$ cat src/rtl/prsg3_pkg.sv
package prsg3_pkg;
    localparam int STAGES   = 3;
    localparam int TAP_HI   = 2;
    localparam int TAP_LO   = 0;
    localparam int PERIOD   = (1 << STAGES) - 1;
    typedef logic [STAGES-1:0] prsg_state_t;
    localparam prsg_state_t SEED = '1;
endpackage

$ cat src/rtl/prsg3_feedback.sv
module prsg3_feedback
    import prsg3_pkg::*;
(
    input  prsg_state_t cur,
    output prsg_state_t nxt
);
    // Left shift: each stage takes its lower neighbour.
    for (genvar gi = 1; gi < STAGES; gi++) begin : g_shift
        assign nxt[gi] = cur[gi-1];
    end
    // The incoming bit is the XOR of the two taps.
    assign nxt[0] = cur[TAP_HI] ^ cur[TAP_LO];
endmodule

$ cat src/rtl/prsg3_wrap_detect.sv
module prsg3_wrap_detect
    import prsg3_pkg::*;
(
    input  logic        clk,
    input  logic        rst,
    input  logic        step,
    input  prsg_state_t nxt,
    output logic        wrap
);
    logic hit;

    always_comb begin
        hit = step && (nxt == SEED);
    end

    always_ff @(posedge clk) begin
        if (rst) wrap <= 1'b0;
        else     wrap <= hit;
    end

    // the pulse never lasts longer than one cycle.
    p_wrap_single_r6: assert property (@(posedge clk) disable iff (rst)
        wrap |=> !wrap);
endmodule

$ cat src/rtl/prsg3_top.sv
module prsg3_top
    import prsg3_pkg::*;
(
    input  logic       clk,
    input  logic       rst,
    input  logic       adv,
    output logic [2:0] y,
    output logic       wrap
);
    prsg_state_t state_q;
    prsg_state_t state_nxt;

    prsg3_feedback i_fb (
        .cur (state_q),
        .nxt (state_nxt)
    );

    prsg3_wrap_detect i_wrap (
        .clk  (clk),
        .rst  (rst),
        .step (adv),
        .nxt  (state_nxt),
        .wrap (wrap)
    );

    // State register: reset wins, then advance, otherwise hold.
    always_ff @(posedge clk) begin
        if (rst)      state_q <= SEED;
        else if (adv) state_q <= state_nxt;
    end

    always_comb begin
        y = state_q;
    end

    p_reset_r1: assert property (@(posedge clk)
        $past(rst) |-> (y == 3'b111 && !wrap));
    p_hold_r5: assert property (@(posedge clk) disable iff (rst)
        !adv |=> ($stable(y) && !wrap));
    p_step_r2: assert property (@(posedge clk) disable iff (rst)
        adv |=> (y[2] == $past(y[1]) && y[1] == $past(y[0])
                 && y[0] == ($past(y[2]) ^ $past(y[0]))));
    p_nonzero_r8: assert property (@(posedge clk) disable iff (rst)
        y != 3'b000);
    p_wrap_seed_r6: assert property (@(posedge clk) disable iff (rst)
        wrap |-> (y == 3'b111));
endmodule

$ cat config.mk
export PLATFORM = sky130hd
export DESIGN_NAME = prsg3_top
export DESIGN_NICKNAME = d
export VERILOG_FILES = /design/src/rtl/prsg3_pkg.sv /design/src/rtl/prsg3_feedback.sv /design/src/rtl/prsg3_wrap_detect.sv /design/src/rtl/prsg3_top.sv
export SDC_FILE = /design/constraint.sdc
export NUM_CORES = 1
export LEC_CHECK = 0
export BUFFER_PORTS_ARGS = -buffer_cell sky130_fd_sc_hd__buf_2
export CORE_AREA = 2 2 39 41
export DETAILED_ROUTE_END_ITERATION = 10
export DIE_AREA = 0 0 41 43
export PLACE_DENSITY = 0.39
export SETUP_SLACK_MARGIN = 0.3
export SLEW_MARGIN = 10
export SYNTH_ARGS = -nofsm -noshare
export SYNTH_HDL_FRONTEND = slang
export SYNTH_HIERARCHICAL = 1
export SYNTH_SLANG_ARGS = --single-unit
$ cat constraint.sdc
create_clock -name clk -period 0.9 [get_ports clk]
set_input_delay 0 -clock clk [delete_from_list [all_inputs] [get_ports clk]]
set_output_delay 0 -clock clk [all_outputs]
set_load 0.02 [all_outputs]
==> results of run 1 <==
Yosys cell counts:
| library cell | n | area [um^2] |
|---|---|---|
| dfxtp_1 | 4 | 80.08 |
| buf_4 | 2 | 15.01 |
| nor3b_2 | 1 | 12.51 |
| nor2b_1 | 3 | 18.77 |
| nand3_1 | 1 | 5.000 |
| xor2_1 | 1 | 8.760 |
| a211o_1 | 3 | 26.28 |
flip-flops by register name (all words and copies together) (netlist names):
| name | count |
|---|---|
| i_wrap/wrap | 1 |
| y | 3 |
stage by stage:
| stage | utilization [%] | cells | hold WS [ps] | setup TNS [ps] | cell area [um^2] |
|---|---|---|---|---|---|
| floorplan | - | 15 | 70.74 | 0 | 181.4 |
| global placement | 15.37 | 35 | 220.5 | 0 | 212.7 |
| detailed placement | 15.37 | 35 | 234.1 | -13.92 | 212.7 |
| CTS | 19.71 | 40 | -16.34 | 0 | 272.8 |
| global route | 21.88 | 41 | -21.17 | -27.18 | 302.8 |
| finish | 21.88 | 41 | -13.91 | 0 | 302.8 |
layout make-up:
| class | instances | area, um^2 |
|---|---|---|
| fillers | 146 | 1081 |
| multi-input cells | 9 | 95.09 |
| flip-flops and latches | 4 | 91.34 |
| repair buffers | 8 | 70.07 |
| clock buffers | 4 | 26.28 |
| well taps | 16 | 20.02 |
worst register-to-register path, stage by stage (launching register included):
cell     delay [ps]
dfxtp_4         360
xor2_4          180
a211o_1         240
routing by layer:
| layer | up-vias | global-route usage [%] | share of wire [%] |
|---|---|---|---|
| met5 | - | 0 | 0 |
| met2 | 7 | 4.688 | 35 |
| li1 | 72 | - | - |
| met4 | 0 | 6.000 | 1.8 |
| met3 | 2 | 6.806 | 17 |
| met1 | 57 | 5.161 | 47 |
worst paths after layout:
path | from | end | slack [ps] | cells after the start
hold reg to reg | y[1] | y[2] | 480 | 1
hold / removal | rst | i_wrap/wrap | -10 | 2
setup reg to reg | y[2] | y[0] | 5 | 2
setup / recovery | y[2] | y[0] | 5 | 2
power by group:
group	total, mW	internal [mW]	switching, mW
Combinational	0.0991	0.0578	0.0412
Clock	0.244	0.167	0.0773
Sequential	0.209	0.190	0.0190
logic make-up (layout without fill, tap and decap cells):
group,count (synthesis),count (layout),share of synthesized area (%)
AOI/OAI and AO/OA,3,3,15.79
buffers and inverters,2,12,9.020
and+or+nand+nor,5,5,21.80
DFF,4,4,48.12
xor gates and xnor gates,1,1,5.264
what timing repair did:
item | 4_1_cts | 5_1_grt
gates resized for setup | 7 | 4
endpoints found under the hold margin | 1 | 1
setup endpoints to repair | 8 | 8
buffers inserted | 1 | 1
pin swaps | 0 | 1
==> results.md, run 1 <==
- Status: complete, but fails checks
- Failing checks: hold timing
- All-Layer GR Usage: approximately 5.3%
- Worst rel slew slack: roughly nine tenths
- Grt ovf: 0
- First DRT Iteration DRCs: 2
- Fin. max-slew vios: 0
- Num ports: 7
- P&R area growth vs syn: 81.95%
- Layout cells sized above 1: a little under 70%
- Initial core utilization: between 10 and 15%
- TritonCTS buffer count: 3
- Synthesized area: between 150 and 200 um^2
- Seq/Total Area, Yosys: between 40% and 50%
- Ant diodes: 0
- Max IR drop VDD: 0.5583 mV
- Vias in the first global route: 130
- WP data arrival: roughly 1000 ps
- Fin. Hold Viols: 1
- Rows: 14
- Max incr delay on CP: 360 ps
- Net Count, Synth: 18
- Drt drc: 0
- Syn. warnings: 6
- RePlAce Congestion: a little under 0.5
- Final period utilization: ~99%
- CP endpoint kind: register
- PnR worst setup slack: between 5 and 6 ps
- Largest net degree at the start of global routing: 8
- Final setup skew: 3.905 ps
- Vias per cell: between 3 and 4
- Dpl ws: -13.92 ps
- Worst hold path type: in2reg
- WS Path Type: reg2reg
- Crit start category: register
- RSZ-0062 raised after global routing: yes
- CTS tree: built
- Die width: about 41 um
- Fmax achieved: between 1 and 1.5 GHz
- Cell Pwr Density: about 1800 nW/um^2
- Port bufs: 6
- # H-tree levels: 1
- ANT nets after route: 0
- Final hold slack: -13.91 ps
- Core Area: ~1400 um^2
- Clock Sinks: 4
- Nets@finish: 29
- Die ar.: ~1800 um^2
- Via count: ~140
- Final total power: 0.5517 mW
- Cells after synthesis: 15
- Clock slew at reported path FFs: roughly 40 ps
- Clock buffer depth: 2
- Worst skew pair latency: between 200 and 250 ps
- Buffers & Inverters on Critical Path: 0
- Slowest CP cell: dfxtp_4
- Drt pass-1 iters: 3
- Final setup viols: 0
- Commonest non-fill, non-tap cell in the layout: buf_6
- Worst path required time: approximately 1000 ps
- Routed length per instance: about 8.3 um
- Mean post-synth cell area: between 10 and 15 um^2
- Initial antenna violation count: 0
- Max Cap Violations: 0
- Worst slew pin tran: roughly 130 ps
- Final min period: about 900 ps
- Most frequent cells in the layout: buf_6, nor2b_1, a211o_1, clkbuf_4, dfxtp_4
- Drt total wl: 341 um
- Crit-path leading delay family: flip-flops
- Post-synth cell types: 7
- Crit-path cells: xor2_4 > a211o_1
- Leak: approximately 0.12 nW
- Critical Path Fanout Max: 3
- Yosys reg bits: 4
- Clock root cell: clkbuf_4
- Die Span Y: around 43 um
- Global-route wire length before repair: between 500 and 600 um
Power figures use the tool's default switching activity.
==> run 2: changes to the inputs <==
--- a/config.mk
+++ b/config.mk
@@ -9,10 +9,9 @@
 export CORE_AREA = 2 2 39 41
 export DETAILED_ROUTE_END_ITERATION = 10
 export DIE_AREA = 0 0 41 43
-export PLACE_DENSITY = 0.39
+export PLACE_DENSITY = 0.4
 export SETUP_SLACK_MARGIN = 0.3
 export SLEW_MARGIN = 10
 export SYNTH_ARGS = -nofsm -noshare
 export SYNTH_HDL_FRONTEND = slang
-export SYNTH_HIERARCHICAL = 1
 export SYNTH_SLANG_ARGS = --single-unit
==> run 2 against run 1 <==
The run ends with hold timing, setup timing left. Global-route usage rose by 1.5 points. First-iteration DRC count fell by 50%. Sequential power fell by 6%. Worst setup slack got worse by 23 ps. Total power fell by 2.6%. Hold slack got worse by 56 ps. Critical path depth rose by 2. Clock power barely moved. Register-to-register slack got worse by 20 ps. Count of clock-buffer cells in the layout did not move. Clock skew rose by 5.1 ps. Critical path type unchanged. Largest power group unchanged. Highest routed layer unchanged.
==> results.md, run 2 <==
- Clock Sinks: 4 (unchanged)
- RR Startpoint: y[2] (unchanged)
- Largest net degree at the start of global routing: 6 (was 8)
- Yosys top cell area share: 46.72% (was 48.12%)
- Top FF cell, synth: dfxtp_1 (unchanged)
- Mean post-synth cell area: 10.08 um^2 (was 11.09 um^2)
- Share of async-settable or async-resettable flops after synthesis: 0% (unchanged)
- Endpoint, Worst Hold: i_wrap.wrap (was i_wrap/wrap)
- PnR worst setup slack: -17.89 ps (was 5.361 ps)
- Layout cells sized above 1: 75.86% (was 68.00%)
- Num ports: 7 (unchanged)
- Worst r2r dst: y[0] (unchanged)
- Rows: 14 (unchanged)
- # H-tree levels: 1 (unchanged)
- Global-route wire length before repair: 676 um (was 531 um)
- Worst rel slew slack: 92.15% (was 91.57%)
- Drt pass-1 iters: 2 (was 3)
- Grt ovf: 0 (unchanged)
- Core Area: 1384 um^2 (unchanged)
- DP Wirelength: around 250 um
- Worst skew pair latency: 240 ps (about the same)
- Final setup skew: 8.986 ps (was 3.905 ps)
- Clock root cell: clkbuf_4 (unchanged)
- Max IR drop VDD: 0.6246 mV (was 0.5583 mV)
- Top cell type by total area after synthesis: dfxtp_1 (unchanged)
- Worst slew pin tran: 114.5 ps (was 126.2 ps)
- WP data arrival: 1040 ps (was 1020 ps)
- Vias per cell: 3.556 (was 3.366)
- WHS Path Cells: 2 (unchanged)
- TritonCTS buffer count: 3 (unchanged)
- Max Cap Violations: 0 (unchanged)
- Yosys reg bits: 4 (unchanged)
- Worst hold path type: in2reg (unchanged)
- Cell with the most instances after synthesis: dfxtp_1 (unchanged)
- Nets@finish: 34 (was 29)
- Min-delay src: rst (unchanged)
- Cell Pwr Density: 1724 nW/um^2 (was 1822 nW/um^2)
- Port bufs: 6 (unchanged)
- Final setup viols: 1 (was 0)
- Clock buffer depth: 2 (unchanged)
- Leak: 0.1385 nW (was 0.1169 nW)
- Placed Instances: 38 (was 35)
- Critical Path Fanout Max: 2 (was 3)
- Ant diodes: 0 (unchanged)
- Post-synth top cells: dfxtp_1, buf_4, inv_1 (was dfxtp_1, a211o_1, nor2b_1, buf_4)
- Seq/Total Area, Yosys: 46.72% (was 48.12%)
- Synth area leaders: dfxtp_1, buf_4, ha_1 (was dfxtp_1, a211o_1, nor2b_1)
- Final period utilization: 102.0% (was 99.40%)
- Setup TNS: -17.89 ps (was 0 ps)
- Die ar.: 1763 um^2 (unchanged)
- Routed length per instance: 8.111 um (was 8.317 um)
- Synthesized area: 171.4 um^2 (was 166.4 um^2)
- Cells after synthesis: 17 (was 15)
- All-Layer GR Usage: 6.827% (was 5.327%)
- EDFF count, synth: 0 (unchanged)
- Failing checks: hold timing, setup timing (was hold timing)
- CP endpoint kind: register (unchanged)
- Fin. max-slew vios: 0 (unchanged)
- ANT nets after route: 0 (unchanged)
- Final min period: 917.9 ps (was 894.6 ps)
- Worst reg2reg setup slack: -20 ps (was 5 ps)
- Initial core utilization: 12.39% (was 12.03%)
- P&R area growth vs syn: 81.75% (was 81.95%)
- WS Path Type: reg2reg (unchanged)
- CTS tree: built (unchanged)
- Worst path required time: 1020 ps (about the same)
- Initial antenna violation count: 0 (unchanged)
- Design area: 311.5 um^2 (was 302.8 um^2)
- Final hold slack: -70.11 ps (was -13.91 ps)
- Fin cells: 45 (was 41)
- Max reg flops: 3 (unchanged)
- RSZ-0062 raised after global routing: yes (unchanged)
- Clock slew at reported path FFs: 40 ps (about the same)
- Die width: 41 um (unchanged)
- Syn. warnings: 0 (was 6)
- Drt total wl: 365 um (was 341 um)
- Commonest non-fill, non-tap cell in the layout: buf_6 (unchanged)
- Drt drc: 0 (unchanged)
- Post-synth cell types: 12 (was 7)
- RePlAce Congestion: 0.5588 (was 0.4846)
- Vias in the first global route: 165 (was 130)
- Die Span Y: 43 um (unchanged)
- R2R depth: 4 (was 2)
- Post-DP Area: 234.0 um^2 (was 212.7 um^2)
- First DRT Iteration DRCs: 1 (was 2)
- Status: complete, but fails checks (unchanged)
- Most frequent cells in the layout: buf_6, clkbuf_4, buf_2, buf_4, dfxtp_2 (was buf_6, nor2b_1, a211o_1, clkbuf_4, dfxtp_4)
- Net Count, Synth: 21 (was 18)
- Fin. Hold Viols: 1 (unchanged)
- Dpl ws: -5.682 ps (was -13.92 ps)
- Fmax achieved: 1.089 GHz (was 1.118 GHz)
- Crit start category: register (unchanged)
- Via count: 160 (was 138)
## run 2: how the worst max path moves through the flow
stage                     startpoint    to  slack [ps]  cells after the start
after floorplan                 y[2]  y[0]         -20                      4
after CTS                       y[2]  y[0]         -20                      4
after global routing            y[2]  y[0]         -60                      4
final                           y[2]  y[0]         -20                      4
after detailed placement        y[2]  y[0]          -6                      4
after global placement          y[2]  y[0]          10                      4
## run 2: metal layers
layer	vias to the layer above	global-route usage [%]	part of all wire [%]
li1	78	-	-
met4	0	4.000	1.4
met1	71	6.752	43
met3	2	9.424	15
met2	9	7.187	41
met5	-	0	0
## run 2: kinds of logic after synthesis
group / count (synthesis) / share of synthesized area (%)
multiplexers: 1 / 5.840
AO/OA/AOI/OAI: 2 / 7.298
adder cells (fa/ha/maj): 1 / 7.298
AND/OR/NAND/NOR: 5 / 19.71
flip-flops: 4 / 46.72
buffers and inverters: 4 / 13.14
## run 2: cell type report
| type | count | area [um^2] |
|---|---|---|
| Fill cell | 151 | 1072 |
| Multi-Input combinational cell | 9 | 86.33 |
| Sequential cell | 4 | 86.33 |
| Tap cell | 16 | 20.02 |
| Inverter | 2 | 10.01 |
| Clock buffer | 4 | 26.28 |
| Timing Repair Buffer | 10 | 82.58 |
## run 2: timing repair
item / 4_1_cts / 5_1_grt
setup buffers: 2 / 1
resized for setup: 9 / 1
setup endpoints to repair: 8 / 8
endpoints found under the hold margin: 1 / 1
pin swaps: 0 / 1
## run 2: report_power, final
| group | total [mW] | internal (mW) | switching [mW] |
|---|---|---|---|
| sequential | 0.197 | 0.188 | 0.00945 |
| clock | 0.246 | 0.167 | 0.0796 |
| combinational | 0.0935 | 0.0520 | 0.0415 |
## run 2: critical path, cell delays in order, from the launching register on
cell     delay, ps
dfxtp_4        350
inv_4           40
ha_4           240
and2_4         130
o21ai_2         40
## run 2: metrics by stage
stage                     utilization (%)  hold slack (ps)  power (mW)
after floorplan                         -            70.74      0.2493
after global placement              16.91            192.6      0.2664
after detailed placement            16.91            188.0      0.2710
after CTS                           21.70           -79.88      0.5469
after global routing                22.51           -78.49      0.5871
final                               22.51           -70.11      0.5371
==> run 3: changes to the inputs <==
--- a/config.mk
+++ b/config.mk
@@ -5,11 +5,13 @@
 export SDC_FILE = /design/constraint.sdc
 export NUM_CORES = 1
 export LEC_CHECK = 0
-export BUFFER_PORTS_ARGS = -buffer_cell sky130_fd_sc_hd__buf_2
+export BUFFER_PORTS_ARGS = -buffer_cell sky130_fd_sc_hd__buf_4
 export CORE_AREA = 2 2 39 41
+export CTS_CLUSTER_DIAMETER = 30
 export DETAILED_ROUTE_END_ITERATION = 10
 export DIE_AREA = 0 0 41 43
 export PLACE_DENSITY = 0.4
+export RECOVER_POWER = 25
 export SETUP_SLACK_MARGIN = 0.3
 export SLEW_MARGIN = 10
 export SYNTH_ARGS = -nofsm -noshare
==> run 3 against run 2 <==
The run still ends with hold timing, setup timing left. Via count decreased by 1.9%. Hold slack got worse by 13 ps. Flip-flop and latch count unchanged. Total power increased by 2.9%. Maximum frequency increased by 1.1%. Sequential power about the same. Global-route usage decreased by 0.51 points. Core utilization unchanged. Final cell count unchanged. Clock skew decreased by 4.3 ps. Die area unchanged. Critical path type unchanged. Critical endpoint unchanged. Largest power group unchanged.
==> results.md, run 3 (same netlist as run 2, synthesis figures left out) <==
- Fin. max-slew vios: 0 (unchanged)
- Worst hold path type: in2reg (unchanged)
- First DRT Iteration DRCs: 7 (was 1)
- All-Layer GR Usage: 6.319% (was 6.827%)
- Net Sw Frac: 25.87% (was 24.31%)
- Die ar.: 1763 um^2 (unchanged)
- Via count: 157 (was 160)
- # H-tree levels: 1 (unchanged)
- Power Internal: 0.4097 mW (was 0.4065 mW)
- Grt ovf: 0 (unchanged)
- Fmax achieved: 1.102 GHz (was 1.089 GHz)
- Max Cap Violations: 0 (unchanged)
- Combinational Power Share: 17.5% (was 17.4%)
- Crit-path leading delay family: flip-flops (unchanged)
- Layout cells sized above 1: 72.41% (was 75.86%)
- Final setup viols: 1 (unchanged)
- Flop pwr share: 35.7% (was 36.7%)
- PnR worst setup slack: -7.489 ps (was -17.89 ps)
- RSZ-0062 raised after global routing: yes (unchanged)
- Most frequent cells in the layout: buf_4, clkbuf_4, buf_6, clkbuf_1, dfxtp_2 (was buf_6, clkbuf_4, buf_2, buf_4, dfxtp_2)
- Vias per cell: 3.489 (was 3.556)
- Max IR drop VDD: 0.4898 mV (was 0.6246 mV)
- Slowest CP cell: dfxtp_4 (unchanged)
- CP endpoint kind: register (unchanged)
- Number of fillers in the final layout: 152 (was 151)
- Worst rel slew slack: 83.34% (was 92.15%)
- Drt pass-1 iters: 4 (was 2)
- CTS tree: built (unchanged)
- Final hold slack: -82.64 ps (was -70.11 ps)
- Drt total wl: 396 um (was 365 um)
- Worst path required time: 1030 ps (was 1020 ps)
- Global-route wire length before repair: 669 um (was 676 um)
- Commonest non-fill, non-tap cell in the layout: buf_4 (was buf_6)
- Final min period: 907.5 ps (was 917.9 ps)
- Worst slew pin tran: 251.0 ps (was 114.5 ps)
- Fin util: 22.51% (unchanged)
- Crit-path cells: inv_4 > ha_4 > and2_4 > o21ai_2 (unchanged)
- Fin. Hold Viols: 3 (was 1)
- Initial core utilization: 12.39% (unchanged)
- Vias in the first global route: 167 (was 165)
- Ant diodes: 0 (unchanged)
- Final setup skew: 4.719 ps (was 8.986 ps)
- Buffers & Inverters on Critical Path: 1 (unchanged)
- Failing checks: hold timing, setup timing (unchanged)
- Port bufs: 6 (unchanged)
- Clock root cell: clkbuf_4 (unchanged)
- Status: complete, but fails checks (unchanged)
- WP data arrival: 1040 ps (about the same)
- Clock slew at reported path FFs: 40 ps (about the same)
- Largest net degree at the start of global routing: 6 (unchanged)
- Clock Sinks: 4 (unchanged)
- Die Span Y: 43 um (unchanged)
- Critical Path Fanout Max: 2 (unchanged)
- Final period utilization: 100.8% (was 102.0%)
- RePlAce Congestion: 0.6324 (was 0.5588)
- Cell Pwr Density: 1774 nW/um^2 (was 1724 nW/um^2)
- WS Path Type: reg2reg (unchanged)
- Worst skew pair latency: 240 ps (about the same)
- Max incr delay on CP: 350 ps (about the same)
- Die width: 41 um (unchanged)
- Core Area: 1384 um^2 (unchanged)
- TritonCTS buffer count: 3 (unchanged)
- Max reg flops: 3 (unchanged)
- Routed length per instance: 8.800 um (was 8.111 um)
- Num ports: 7 (unchanged)
- Clock buffer depth: 2 (unchanged)
- Rows: 14 (unchanged)
- Initial antenna violation count: 0 (unchanged)
- Setup TNS: -7.489 ps (was -17.89 ps)
- P&R area growth vs syn: 81.75% (unchanged)
- Final total power: 0.5526 mW (was 0.5371 mW)
- Drt drc: 0 (unchanged)
- Clock share of power: 46.8% (was 45.9%)
- Leak: 0.1367 nW (was 0.1385 nW)
- ANT nets after route: 0 (unchanged)
- Nets@finish: 34 (unchanged)
- Switching power: 0.1429 mW (was 0.1306 mW)
- Crit start category: register (unchanged)
==> run 3: through the flow <==
| step | instance area [um^2] | cells | setup WS (ps) | hold WS (ps) |
|---|---|---|---|---|
| floorplan | 191.4 | 17 | -22.51 | 70.74 |
| global placement | 249.0 | 38 | 13.81 | 175.8 |
| detailed placement | 249.0 | 38 | -0.5446 | 179.9 |
| CTS | 307.8 | 44 | -9.327 | -91.34 |
| global route | 311.5 | 45 | -36.10 | -84.10 |
| finish | 311.5 | 45 | -7.489 | -82.64 |
==> run 3: worst paths after layout <==
path / from / to / slack, ps / cells after the start
max: y[2] / y[0] / -7 / 4
min: rst / i_wrap.wrap / -80 / 2
max reg2reg: y[2] / y[0] / -7 / 4
min reg2reg: y[1] / i_wrap.wrap / 470 / 2
==> run 3: final cells by class <==
class	count	area, um^2	area share [%]
tap	16	20.02	6.426
multi-input combinational	9	86.33	27.71
sequential	4	86.33	27.71
timing repair buffer	10	82.58	26.51
inverter	2	10.01	3.213
clock buffer	4	26.28	8.434
==> run 3: power by group through the flow <==
stage,sequential (mW),clock [mW],combinational (mW)
floorplan,0.204,0,0.0456
global placement,0.198,0,0.0772
detailed placement,0.199,0,0.0800
CTS,0.197,0.270,0.0945
global route,0.198,0.280,0.109
finish,0.197,0.258,0.0969
==> run 3: worst register-to-register path: stages, from the launching register on <==
cell     delay [ps]
dfxtp_4         350
inv_4            40
ha_4            240
and2_4          120
o21ai_2          40
==> run 3: layer usage <==
| metal | global-route usage (%) | routed length, um |
|---|---|---|
| met2 | 7.813 | 180 |
| met3 | 6.283 | 62 |
| met5 | 0 | 0 |
| met1 | 6.410 | 153 |
| met4 | 4.000 | 0 |
==> run 3: what timing repair did <==
action	in CTS	in global routing
resized for setup	6	1
buffers inserted	2	1
endpoints found under the hold margin	4	1
setup endpoints to repair	8	8
pin swaps	0	1
